===== config.mk =====
export PLATFORM = sky130hd
export DESIGN_NAME = tmr_cmp_unit
export DESIGN_NICKNAME = d
export VERILOG_FILES = /design/src/rtl/tmr_cmp_pkg.sv /design/src/rtl/tmr_cmp_regs.sv /design/src/rtl/tmr_cmp_timer.sv /design/src/rtl/tmr_cmp_action.sv /design/src/rtl/tmr_cmp_unit.sv
export SDC_FILE = /design/constraint.sdc
export NUM_CORES = 1
export LEC_CHECK = 0
export BUFFER_PORTS_ARGS = -buffer_cell sky130_fd_sc_hd__buf_2
export CAP_MARGIN = 20
export CORE_MARGIN = 3
export CORE_UTILIZATION = 58
export CTS_BUF_LIST = sky130_fd_sc_hd__clkbuf_4 sky130_fd_sc_hd__clkbuf_8
export CTS_CLUSTER_DIAMETER = 60
export CTS_CLUSTER_SIZE = 10
export DETAILED_ROUTE_END_ITERATION = 6
export PLACE_DENSITY = 0.78
export SETUP_SLACK_MARGIN = 0.05
export SKIP_LAST_GASP = 1
export SYNTH_ARGS = -nofsm -noshare
export SYNTH_HDL_FRONTEND = slang
export SYNTH_SLANG_ARGS = --single-unit

===== constraint.sdc =====
create_clock -name clk -period 1.9 [get_ports clk]
set_input_delay 0.38 -clock clk [delete_from_list [all_inputs] [get_ports clk]]
set_output_delay 0.38 -clock clk [all_outputs]
set_load 0.02 [all_outputs]

===== src/rtl/tmr_cmp_pkg.sv =====
package tmr_cmp_pkg;

    localparam logic [3:0] MD_OFF  = 4'b0000;
    localparam logic [3:0] MD_TOG  = 4'b0010;
    localparam logic [3:0] MD_HI   = 4'b1000;
    localparam logic [3:0] MD_LO   = 4'b1001;
    localparam logic [3:0] MD_FLAG = 4'b1010;
    localparam logic [3:0] MD_EVT  = 4'b1011;

    // Modes that react to a match at all
    function automatic logic md_active(input logic [3:0] m);
        return (m == MD_TOG) || (m == MD_HI) || (m == MD_LO) ||
               (m == MD_FLAG) || (m == MD_EVT);
    endfunction

    // Modes that own the output pin
    function automatic logic md_drives(input logic [3:0] m);
        return (m == MD_TOG) || (m == MD_HI) || (m == MD_LO);
    endfunction

endpackage


===== src/rtl/tmr_cmp_regs.sv =====
module tmr_cmp_regs #(
    parameter int TMR_W  = 16,
    parameter int DATA_W = 8,
    parameter int SEL_W  = 2
) (
    input  logic              clk,
    input  logic              rst_n,
    input  logic              wr_en,
    input  logic [SEL_W-1:0]  wr_sel,
    input  logic [DATA_W-1:0] wr_data,
    output logic [3:0]        mode_q,
    output logic [TMR_W-1:0]  cmp_val,
    output logic              cmp_wr,
    output logic              mode_wr,
    output logic [3:0]        mode_new
);
    localparam int NBYTES = TMR_W / DATA_W;

    typedef struct packed {
        logic [3:0]       mode;
        logic [TMR_W-1:0] cmp;
    } regs_s;

    regs_s st_d, st_q;

    always_comb begin
        st_d = st_q;
        for (int b = 0; b < NBYTES; b++) begin
            if (wr_en && wr_sel == SEL_W'(b + 1))
                st_d.cmp[b*DATA_W +: DATA_W] = wr_data;
        end
        if (wr_en && wr_sel == '0)
            st_d.mode = wr_data[3:0];
    end

    always_ff @(posedge clk or negedge rst_n) begin
        if (!rst_n) st_q <= '0;
        else        st_q <= st_d;
    end

    assign mode_q   = st_q.mode;
    assign cmp_val  = st_q.cmp;
    assign cmp_wr   = wr_en && (wr_sel != '0) && (wr_sel <= SEL_W'(NBYTES));
    assign mode_wr  = wr_en && (wr_sel == '0);
    assign mode_new = wr_data[3:0];

    AST_SEL3_IGNORED: assert property (@(posedge clk) disable iff (!rst_n)
        (wr_en && wr_sel == SEL_W'(NBYTES + 1)) |=> $stable(cmp_val) && $stable(mode_q));

endmodule


===== src/rtl/tmr_cmp_timer.sv =====
module tmr_cmp_timer #(
    parameter int TMR_W = 16
) (
    input  logic             clk,
    input  logic             rst_n,
    input  logic             tick,
    input  logic             cmp_wr,
    input  logic             evt_fire,
    input  logic             ovf_clr,
    output logic [TMR_W-1:0] tmr_val,
    output logic             ovf_flag,
    output logic             rst_pend
);
    typedef struct packed {
        logic [TMR_W-1:0] tmr;
        logic             ovf;
        logic             pend;
    } tmr_s;

    tmr_s st_d, st_q;

    always_comb begin
        st_d = st_q;
        if (ovf_clr) st_d.ovf = 1'b0;
        if (tick) begin
            if (st_q.pend && !cmp_wr) begin
                st_d.tmr = '0;
            end else begin
                st_d.tmr = st_q.tmr + TMR_W'(1);
                if (st_q.tmr == '1) st_d.ovf = 1'b1;
            end
        end
        if (cmp_wr)        st_d.pend = 1'b0;
        else if (evt_fire) st_d.pend = 1'b1;
        else if (tick)     st_d.pend = 1'b0;
    end

    always_ff @(posedge clk or negedge rst_n) begin
        if (!rst_n) st_q <= '0;
        else        st_q <= st_d;
    end

    assign tmr_val  = st_q.tmr;
    assign ovf_flag = st_q.ovf;
    assign rst_pend = st_q.pend;

    AST_PEND_CLEARS_TMR: assert property (@(posedge clk) disable iff (!rst_n)
        (rst_pend && tick && !cmp_wr) |=> (tmr_val == '0));

    AST_EVT_NO_OVF: assert property (@(posedge clk) disable iff (!rst_n)
        (rst_pend && tick && !cmp_wr && !ovf_flag) |=> !ovf_flag);

    AST_WRITE_CANCELS: assert property (@(posedge clk) disable iff (!rst_n)
        cmp_wr |=> !rst_pend);

    AST_WRAP_SETS_OVF: assert property (@(posedge clk) disable iff (!rst_n)
        (tick && !rst_pend && tmr_val == '1) |=> ovf_flag);

endmodule


===== src/rtl/tmr_cmp_action.sv =====
module tmr_cmp_action
    import tmr_cmp_pkg::*;
#(
    parameter int TMR_W = 16
) (
    input  logic             clk,
    input  logic             rst_n,
    input  logic [TMR_W-1:0] tmr_val,
    input  logic [TMR_W-1:0] cmp_val,
    input  logic [3:0]       mode_q,
    input  logic             mode_wr,
    input  logic [3:0]       mode_new,
    input  logic             adc_en,
    input  logic             flag_clr,
    output logic             cmp_out,
    output logic             cmp_oe,
    output logic             irq_flag,
    output logic             adc_start,
    output logic             evt_fire
);
    typedef struct packed {
        logic out;
        logic irq;
        logic prev;
    } act_s;

    act_s st_d, st_q;
    logic match, rise;

    assign match = (tmr_val == cmp_val);
    assign rise  = match && !st_q.prev;

    always_comb begin
        st_d      = st_q;
        st_d.prev = match;
        if (flag_clr) st_d.irq = 1'b0;
        if (rise && md_active(mode_q)) st_d.irq = 1'b1;
        if (rise) begin
            case (mode_q)
                MD_TOG:  st_d.out = !st_q.out;
                MD_HI:   st_d.out = 1'b1;
                MD_LO:   st_d.out = 1'b0;
                default: ;
            endcase
        end
        if (mode_wr) begin
            case (mode_new)
                MD_OFF:  st_d.out = 1'b0;
                MD_HI:   st_d.out = 1'b0;
                MD_LO:   st_d.out = 1'b1;
                default: ;
            endcase
        end
    end

    always_ff @(posedge clk or negedge rst_n) begin
        if (!rst_n) st_q <= '0;
        else        st_q <= st_d;
    end

    assign cmp_out   = st_q.out;
    assign irq_flag  = st_q.irq;
    assign cmp_oe    = md_drives(mode_q);
    assign evt_fire  = rise && (mode_q == MD_EVT);
    assign adc_start = evt_fire && adc_en;

    AST_HOLD_NO_REPEAT: assert property (@(posedge clk) disable iff (!rst_n)
        (match && st_q.prev && !mode_wr) |=> $stable(cmp_out));

    AST_IRQ_ON_EDGE: assert property (@(posedge clk) disable iff (!rst_n)
        (rise && md_active(mode_q)) |=> irq_flag);

    AST_TOGGLE_FLIPS: assert property (@(posedge clk) disable iff (!rst_n)
        (rise && mode_q == MD_TOG && !mode_wr) |=> (cmp_out != $past(cmp_out)));

    AST_LO_ENTRY_HIGH: assert property (@(posedge clk) disable iff (!rst_n)
        (mode_wr && mode_new == MD_LO) |=> cmp_out);

    AST_FLAG_MODE_QUIET: assert property (@(posedge clk) disable iff (!rst_n)
        (mode_q == MD_FLAG && !mode_wr) |=> $stable(cmp_out));

    AST_OFF_FORCES_LOW: assert property (@(posedge clk) disable iff (!rst_n)
        (mode_wr && mode_new == MD_OFF) |=> !cmp_out);

endmodule


===== src/rtl/tmr_cmp_unit.sv =====
module tmr_cmp_unit #(
    parameter int TMR_W  = 16,
    parameter int DATA_W = 8
) (
    input  logic                             clk,
    input  logic                             rst_n,
    input  logic                             wr_en,
    input  logic [$clog2(TMR_W/DATA_W+2)-1:0] wr_sel,
    input  logic [DATA_W-1:0]                wr_data,
    input  logic                             tick,
    input  logic                             adc_en,
    input  logic                             flag_clr,
    input  logic                             ovf_clr,
    output logic [TMR_W-1:0]                 tmr_val,
    output logic                             cmp_out,
    output logic                             cmp_oe,
    output logic                             irq_flag,
    output logic                             ovf_flag,
    output logic                             adc_start
);
    localparam int SEL_W = $clog2(TMR_W / DATA_W + 2);

    logic [3:0]       mode_q, mode_new;
    logic [TMR_W-1:0] cmp_val;
    logic             cmp_wr, mode_wr, evt_fire, rst_pend;

    tmr_cmp_regs #(.TMR_W(TMR_W), .DATA_W(DATA_W), .SEL_W(SEL_W)) u_regs (
        .clk(clk), .rst_n(rst_n), .wr_en(wr_en), .wr_sel(wr_sel), .wr_data(wr_data),
        .mode_q(mode_q), .cmp_val(cmp_val), .cmp_wr(cmp_wr),
        .mode_wr(mode_wr), .mode_new(mode_new)
    );

    tmr_cmp_timer #(.TMR_W(TMR_W)) u_timer (
        .clk(clk), .rst_n(rst_n), .tick(tick), .cmp_wr(cmp_wr),
        .evt_fire(evt_fire), .ovf_clr(ovf_clr),
        .tmr_val(tmr_val), .ovf_flag(ovf_flag), .rst_pend(rst_pend)
    );

    tmr_cmp_action #(.TMR_W(TMR_W)) u_action (
        .clk(clk), .rst_n(rst_n), .tmr_val(tmr_val), .cmp_val(cmp_val),
        .mode_q(mode_q), .mode_wr(mode_wr), .mode_new(mode_new),
        .adc_en(adc_en), .flag_clr(flag_clr),
        .cmp_out(cmp_out), .cmp_oe(cmp_oe), .irq_flag(irq_flag),
        .adc_start(adc_start), .evt_fire(evt_fire)
    );

    AST_TRIGGER_ARMS_RESTART: assert property (@(posedge clk) disable iff (!rst_n)
        (adc_start && !cmp_wr) |=> rst_pend);

endmodule


==> results of run 1 <==
power by group:
group	internal [mW]	total [mW]	leakage, nW	switching (mW)
registers	1.03	1.20	0.503	0.171
logic	0.413	0.880	0.660	0.467
clock network	0.269	0.565	0.0484	0.296
worst max-delay path: cells and delay by family (launching register included):
kind	cells	cell delay [ns]
buffers and inverters	1	0.12
AND/OR/NAND/NOR	4	0.70
XOR/XNOR	1	0.22
flip-flops	1	0.41
path summary, 6_finish.rpt:
check | cells after the start | slack, ns | startpoint | end
min | 1 | 0.03 | rst_n | u_timer.tmr_val[2]$_DFFE_PN0P_
max reg2reg | 6 | 0.09 | u_timer.tmr_val[15]$_DFFE_PN0P_ | u_action.cmp_out$_DFF_PN0_
min reg2reg | 2 | 0.53 | u_action.irq_flag$_DFFE_PN0P_ | u_action.irq_flag$_DFFE_PN0P_
max in group asynchronous | 2 | 1.37 | rst_n | u_timer.tmr_val[6]$_DFFE_PN0P_
min in group clk | 2 | 0.27 | ovf_clr | u_timer.ovf_flag$_DFF_PN0_
max | 6 | -0.23 | u_timer.tmr_val[15]$_DFFE_PN0P_ | adc_start
layer usage:
layer / track usage / vias to the layer above / routed length, µm
met1: 0.333 / 851 / 2140
met2: 0.401 / 67 / 2420
met3: 0.0658 / 9 / 346
met4: 0.0785 / 0 / 85
met5: 0 / - / 0
li1: - / 849 / -
registers in the layout, indices dropped and copies added (netlist names):
register / cells
u_action.st_q: 1
u_regs.mode_q: 4
u_action.irq_flag: 1
u_action.cmp_out: 1
u_timer.tmr_val: 16
u_regs.cmp_val: 16
u_timer.ovf_flag: 1
u_timer.rst_pend: 1
kinds of logic (layout without fill, tap and decap cells):
| kind of cell | after synthesis | after routing | share of synthesized area |
|---|---|---|---|
| multiplexers | 20 | 20 | 0.104 |
| AND/OR/NAND/NOR | 66 | 66 | 0.171 |
| XOR/XNOR | 19 | 19 | 0.0876 |
| AO/OA/AOI/OAI | 43 | 43 | 0.130 |
| adder cells (fa/ha/maj) | 1 | 1 | 0.00580 |
| buffers and inverters | 12 | 72 | 0.0261 |
| flip-flops | 41 | 41 | 0.476 |
per-stage QoR:
| step | power, mW | instance area [µm²] | setup slack, ns | hold slack [ns] | TNS (ns) |
|---|---|---|---|---|---|
| global placement | 2.05 | 2540 | 0.0924 | 0.364 | 0 |
| detailed placement | 2.07 | 2540 | 0.0836 | 0.371 | 0 |
| global route | 2.80 | 2650 | -0.322 | 0.0575 | -0.322 |
| floorplan | 1.75 | 2170 | 0.0652 | 0.0844 | 0 |
| finish | 2.64 | 2650 | -0.232 | 0.0332 | -0.232 |
| CTS | 2.64 | 2630 | -0.255 | 0.0447 | -0.255 |
timing repair:
action                                 CTS  global route
pin swaps                                0             4
setup endpoints to repair                1             3
gates resized for setup                  1             5
endpoints found under the hold margin    0             0
buffers inserted                         0             1
cloned                                   0             0
cells in the final DEF (no fill, tap or decap), types with 5 or more instances in the layout:
cell,Yosys,routed
dfrtp_1,41,38
buf_2,3,36
nand2_1,23,23
buf_4,0,20
mux2_2,16,16
xnor2_1,15,14
o21ai_0,9,9
o21ai_1,8,8
nor2_1,8,7
nand3_1,6,6
a21oi_1,6,6
inv_1,6,6
nand4_1,5,5
clkbuf_8,0,5
layout make-up:
type / instances / area (µm²) / area share
multi-input cells: 149 / 1100 / 0.413
flip-flops and latches: 41 / 1030 / 0.388
repair buffers: 58 / 362 / 0.136
clock buffers: 6 / 76.3 / 0.0288
well taps: 46 / 57.6 / 0.0217
inverters: 6 / 22.5 / 0.00849
clock inverters: 2 / 10.0 / 0.00377
==> flow_metrics.tcl, run 1 <==
set metrics [dict create \
    crit_path_top_delay_cell "dfrtp_1" \
    slew_headroom 0.646 \
    endpoint_kind "output port" \
    num_vias 1776 \
    synthTopCellsByCount "dfrtp_1 (41), nand2_1 (23), mux2_2 (16)" \
    dp_hpwl_mm 3.73 \
    tritoncts "built" \
    ir_drop_uv 577 \
    start_util 0.622 \
    path_class "reg2out" \
    clock_skew_ns 0.00528 \
    syn-cell-area_um2 2160 \
    cp-start-kind "flip-flop" \
    cp_max_fo 2 \
    pin_count 38 \
    synthArstFlopShare 1.00 \
    antenna_found_initial 0 \
    final_layout_size_suffix_gt1_frac 0.378 \
    synth.most_common_cell "dfrtp_1" \
    final_nets 279 \
    wl_per_cell_um 16.2 \
    tightestPinTransition_ns 0.529 \
    n_antenna_cell 0 \
    powerDensity_nw_per_um2 997 \
    fmax_mhz 469 \
    cts_buffers 5 \
    drtPass1Iterations 4 \
    grt_max_degree 23 \
    synth-seq-cells 41 \
    gp_congestion 0.863 \
    grt_pass1_wl_mm 8.18 \
    synth_area_leader_cell "dfrtp_1" \
    synth_warnings 0 \
    drtAntennaViolNets 0 \
    rsz0062_at_grt "yes" \
    routed_via_density 5.77 \
    rows 21 \
    synth_nets 220 \
    syn_inst 202 \
    required_ns 1.52 \
    clockBufferDepth 2 \
    drt_iter0_markers 92 \
    dieArea_um2 4490 \
    instances_no_fill 308 \
    final_hold_viol_count 0 \
    cp_data_arrival_time_ns 1.75 \
    drc 0 \
    synth_edf_count 0 \
    io_buffers 37 \
    drv_slew 0 \
    clock-sinks 41 \
    period_minus_slack_ns 2.13 \
    post-route-util 0.765 \
    p_leak_nw 1.21 \
    grtUsageTotal 0.251 \
    avgSynthCellArea_um2 10.7 \
    h-tree-depth 2 \
    violations "setup timing" \
    yosysSeqAreaShare 0.476 \
    final.period_utilization 1.12 \
    cap_violations 0 \
    syn_to_final_growth_pct 23.0 \
    clk_pin_slew_worst_paths_ns 0.08 \
    overflow 0 \
    setup_slack_ns -0.232 \
    root_buffer "clkbuf_8" \
    dp_cells 299 \
    fp.dieW_um 67.0 \
    die_h_um 67.0 \
    synth_top_area_frac 0.476 \
    hold_path.class "in2async" \
    ys_types 44 \
    cp_slowest_stage_delay_ns 0.41 \
    worstPathCellList "xnor2_1 > nand4_1 > nor4_4 > nand2b_2 > nor2_4 > buf_6" \
    clock_latency_ns 0.30 \
    yosys-top-cells-area "dfrtp_1 (48%), mux2_2 (8.4%), xnor2_1 (6.1%)" \
    ys.flop_type "dfrtp_1" \
    coreArea_um2 3470 \
    wl_mm 4.99 \
    status "complete, but fails checks" \
    grt_pass1_vias 1672 \
    n_fill_cell 271 \
    hold_buffers 0 \
    setup_viol 1 \
]
Note: power is estimated with default switching activity, not from simulation.
==> run 2, diff against run 1 <==
Settings changed: CTS_CLUSTER_DIAMETER 60 to 50, RECOVER_POWER set to 100.
==> run 2 against run 1 <==
The flow still finishes with violations (setup timing). First-iteration DRC count increased by 3.3%. Final cell count stayed put. Sequential share of layout area grew 1.3 points. Wire length is 1.0% higher. Clock-buffer cell count unchanged. Total power decreased by 1.9%. Critical path depth did not move. Setup slack worse by 0.0058 ns. Sequential cell count unchanged. Clock skew increased by 0.0012 ns. Global-route usage stayed put. Critical path type unchanged. Highest routed layer unchanged.
==> flow_metrics.tcl, run 2 (synthesis results as in run 1) <==
set metrics [dict create \
    status "complete, but fails checks" \
    violations "setup timing" \
    root_buffer "clkbuf_8" \
    clock_skew_ns 0.00648 \
    ir_drop_uv 588 \
    cap_violations 0 \
    drt_iter0_markers 95 \
    clock_latency_ns 0.30 \
    final_layout_size_suffix_gt1_frac 0.279 \
    placed_area_um2 2540 \
    fp.dieW_um 67.0 \
    post-route-util 0.740 \
    wl_mm 5.04 \
    path_class "reg2out" \
    num_vias 1776 \
    use_met1 0.333 \
    h-tree-depth 2 \
    tightestPinTransition_ns 1.09 \
    dp_hpwl_mm 3.73 \
    io_buffers 37 \
    clk_pin_slew_worst_paths_ns 0.08 \
    required_ns 1.52 \
    layout_commonest_cell "dfrtp_1" \
    antenna_found_initial 0 \
    crit_path_top_delay_cell "dfrtp_1" \
    dieArea_um2 4490 \
    drc 0 \
    setup_viol 1 \
    gp_congestion 0.863 \
    grt.busiest_layer "met2" \
    rsz0062_at_grt "yes" \
    cp_data_arrival_time_ns 1.76 \
    grt_max_degree 23 \
    syn_to_final_growth_pct 19.0 \
    cts_buffers 5 \
    endpoint_kind "output port" \
    r2r_cells 6 \
    setup_slack_ns -0.238 \
    p_leak_nw 1.10 \
    finalSetupTns_ns -0.238 \
    grt_pass1_vias 1672 \
    routed_via_density 5.77 \
    drtPass1Iterations 4 \
    cp-start-kind "flip-flop" \
    worstPathCellList "xnor2_1 > nand4_1 > nor4_4 > nand2b_2 > nor2_4 > buf_6" \
    grt_use_met3 0.0658 \
    final.period_utilization 1.13 \
    wl_per_cell_um 16.4 \
    hold_buffers 0 \
    clockBufferDepth 2 \
    rows 21 \
    tritoncts "built" \
    start_util 0.622 \
    use_met2 0.401 \
    grt_pass1_wl_mm 8.18 \
    clock-sinks 41 \
    grtUsageTotal 0.251 \
    holdWs_ns 0.258 \
    final_hold_viol_count 0 \
    final_nets 279 \
    cp_slowest_stage_delay_ns 0.41 \
    overflow 0 \
    die_h_um 67.0 \
    hold_path.class "in2async" \
    slew_headroom 0.271 \
    fmax_mhz 468 \
    coreArea_um2 3470 \
    period_minus_slack_ns 2.14 \
    n_fill_cell 296 \
    n_antenna_cell 0 \
    drv_slew 0 \
    power_mw 2.60 \
    cp_max_fo 2 \
    drtAntennaViolNets 0 \
    final_area_um2 2570 \
    layout_common_cells "dfrtp_1 (38), clkbuf_1 (24), nand2_1 (23), buf_2 (20), mux2_2 (16)" \
    powerDensity_nw_per_um2 1010 \
    pin_count 38 \
]
-- run 2: final timing paths --
check                                                       end                             from  slack (ns)
worst max-delay path                                  adc_start  u_timer.tmr_val[15]$_DFFE_PN0P_       -0.24
worst min-delay path             u_timer.tmr_val[2]$_DFFE_PN0P_                            rst_n        0.26
worst min register to register    u_regs.cmp_val[7]$_DFFE_PN0P_    u_regs.cmp_val[7]$_DFFE_PN0P_        0.54
min in group clk                     u_timer.ovf_flag$_DFF_PN0_                          ovf_clr        0.27
worst max register to register  u_timer.tmr_val[13]$_DFFE_PN0P_   u_timer.tmr_val[3]$_DFFE_PN0P_        0.08
max in group asynchronous        u_timer.tmr_val[6]$_DFFE_PN0P_                            rst_n        0.47
-- run 2: through the flow --
stage	worst slack, ns	instances
after floorplan	0.0652	202
after global placement	0.0924	299
after detailed placement	0.0836	299
after CTS	-0.255	307
after global routing	-0.322	308
final	-0.238	308
-- run 2: worst max-delay path, delay by kind of cell (launching register included) --
kind | cells | cell delay, ns
XOR/XNOR | 1 | 0.22
buffers and inverters | 1 | 0.12
flip-flops | 1 | 0.41
AND/OR/NAND/NOR | 4 | 0.72
-- run 2: layer usage --
| metal | wire [µm] | up-vias |
|---|---|---|
| met4 | 85 | 0 |
| li1 | - | 848 |
| met2 | 2400 | 69 |
| met5 | 0 | - |
| met1 | 2160 | 850 |
| met3 | 398 | 9 |
-- run 2: report_power, final --
| part | leakage, nW | total (mW) | switching [mW] | internal, mW |
|---|---|---|---|---|
| Sequential | 0.503 | 1.20 | 0.173 | 1.03 |
| Clock | 0.0484 | 0.570 | 0.301 | 0.269 |
| Combinational | 0.552 | 0.824 | 0.462 | 0.362 |
-- run 2: layout make-up --
class / instances / area, µm² / share of cell area
inverters: 6 / 22.5 / 0.00878
clock inverters: 2 / 10.0 / 0.00390
well taps: 46 / 57.6 / 0.0224
repair buffers: 58 / 292 / 0.114
flip-flops and latches: 41 / 1030 / 0.401
clock buffers: 6 / 76.3 / 0.0297
multi-input cells: 149 / 1080 / 0.420
-- run 2: what timing repair did --
item | in CTS | in global routing
endpoints found under the setup margin | 1 | 3
setup buffers | 0 | 1
gates resized for setup | 1 | 5
pin swaps | 0 | 4
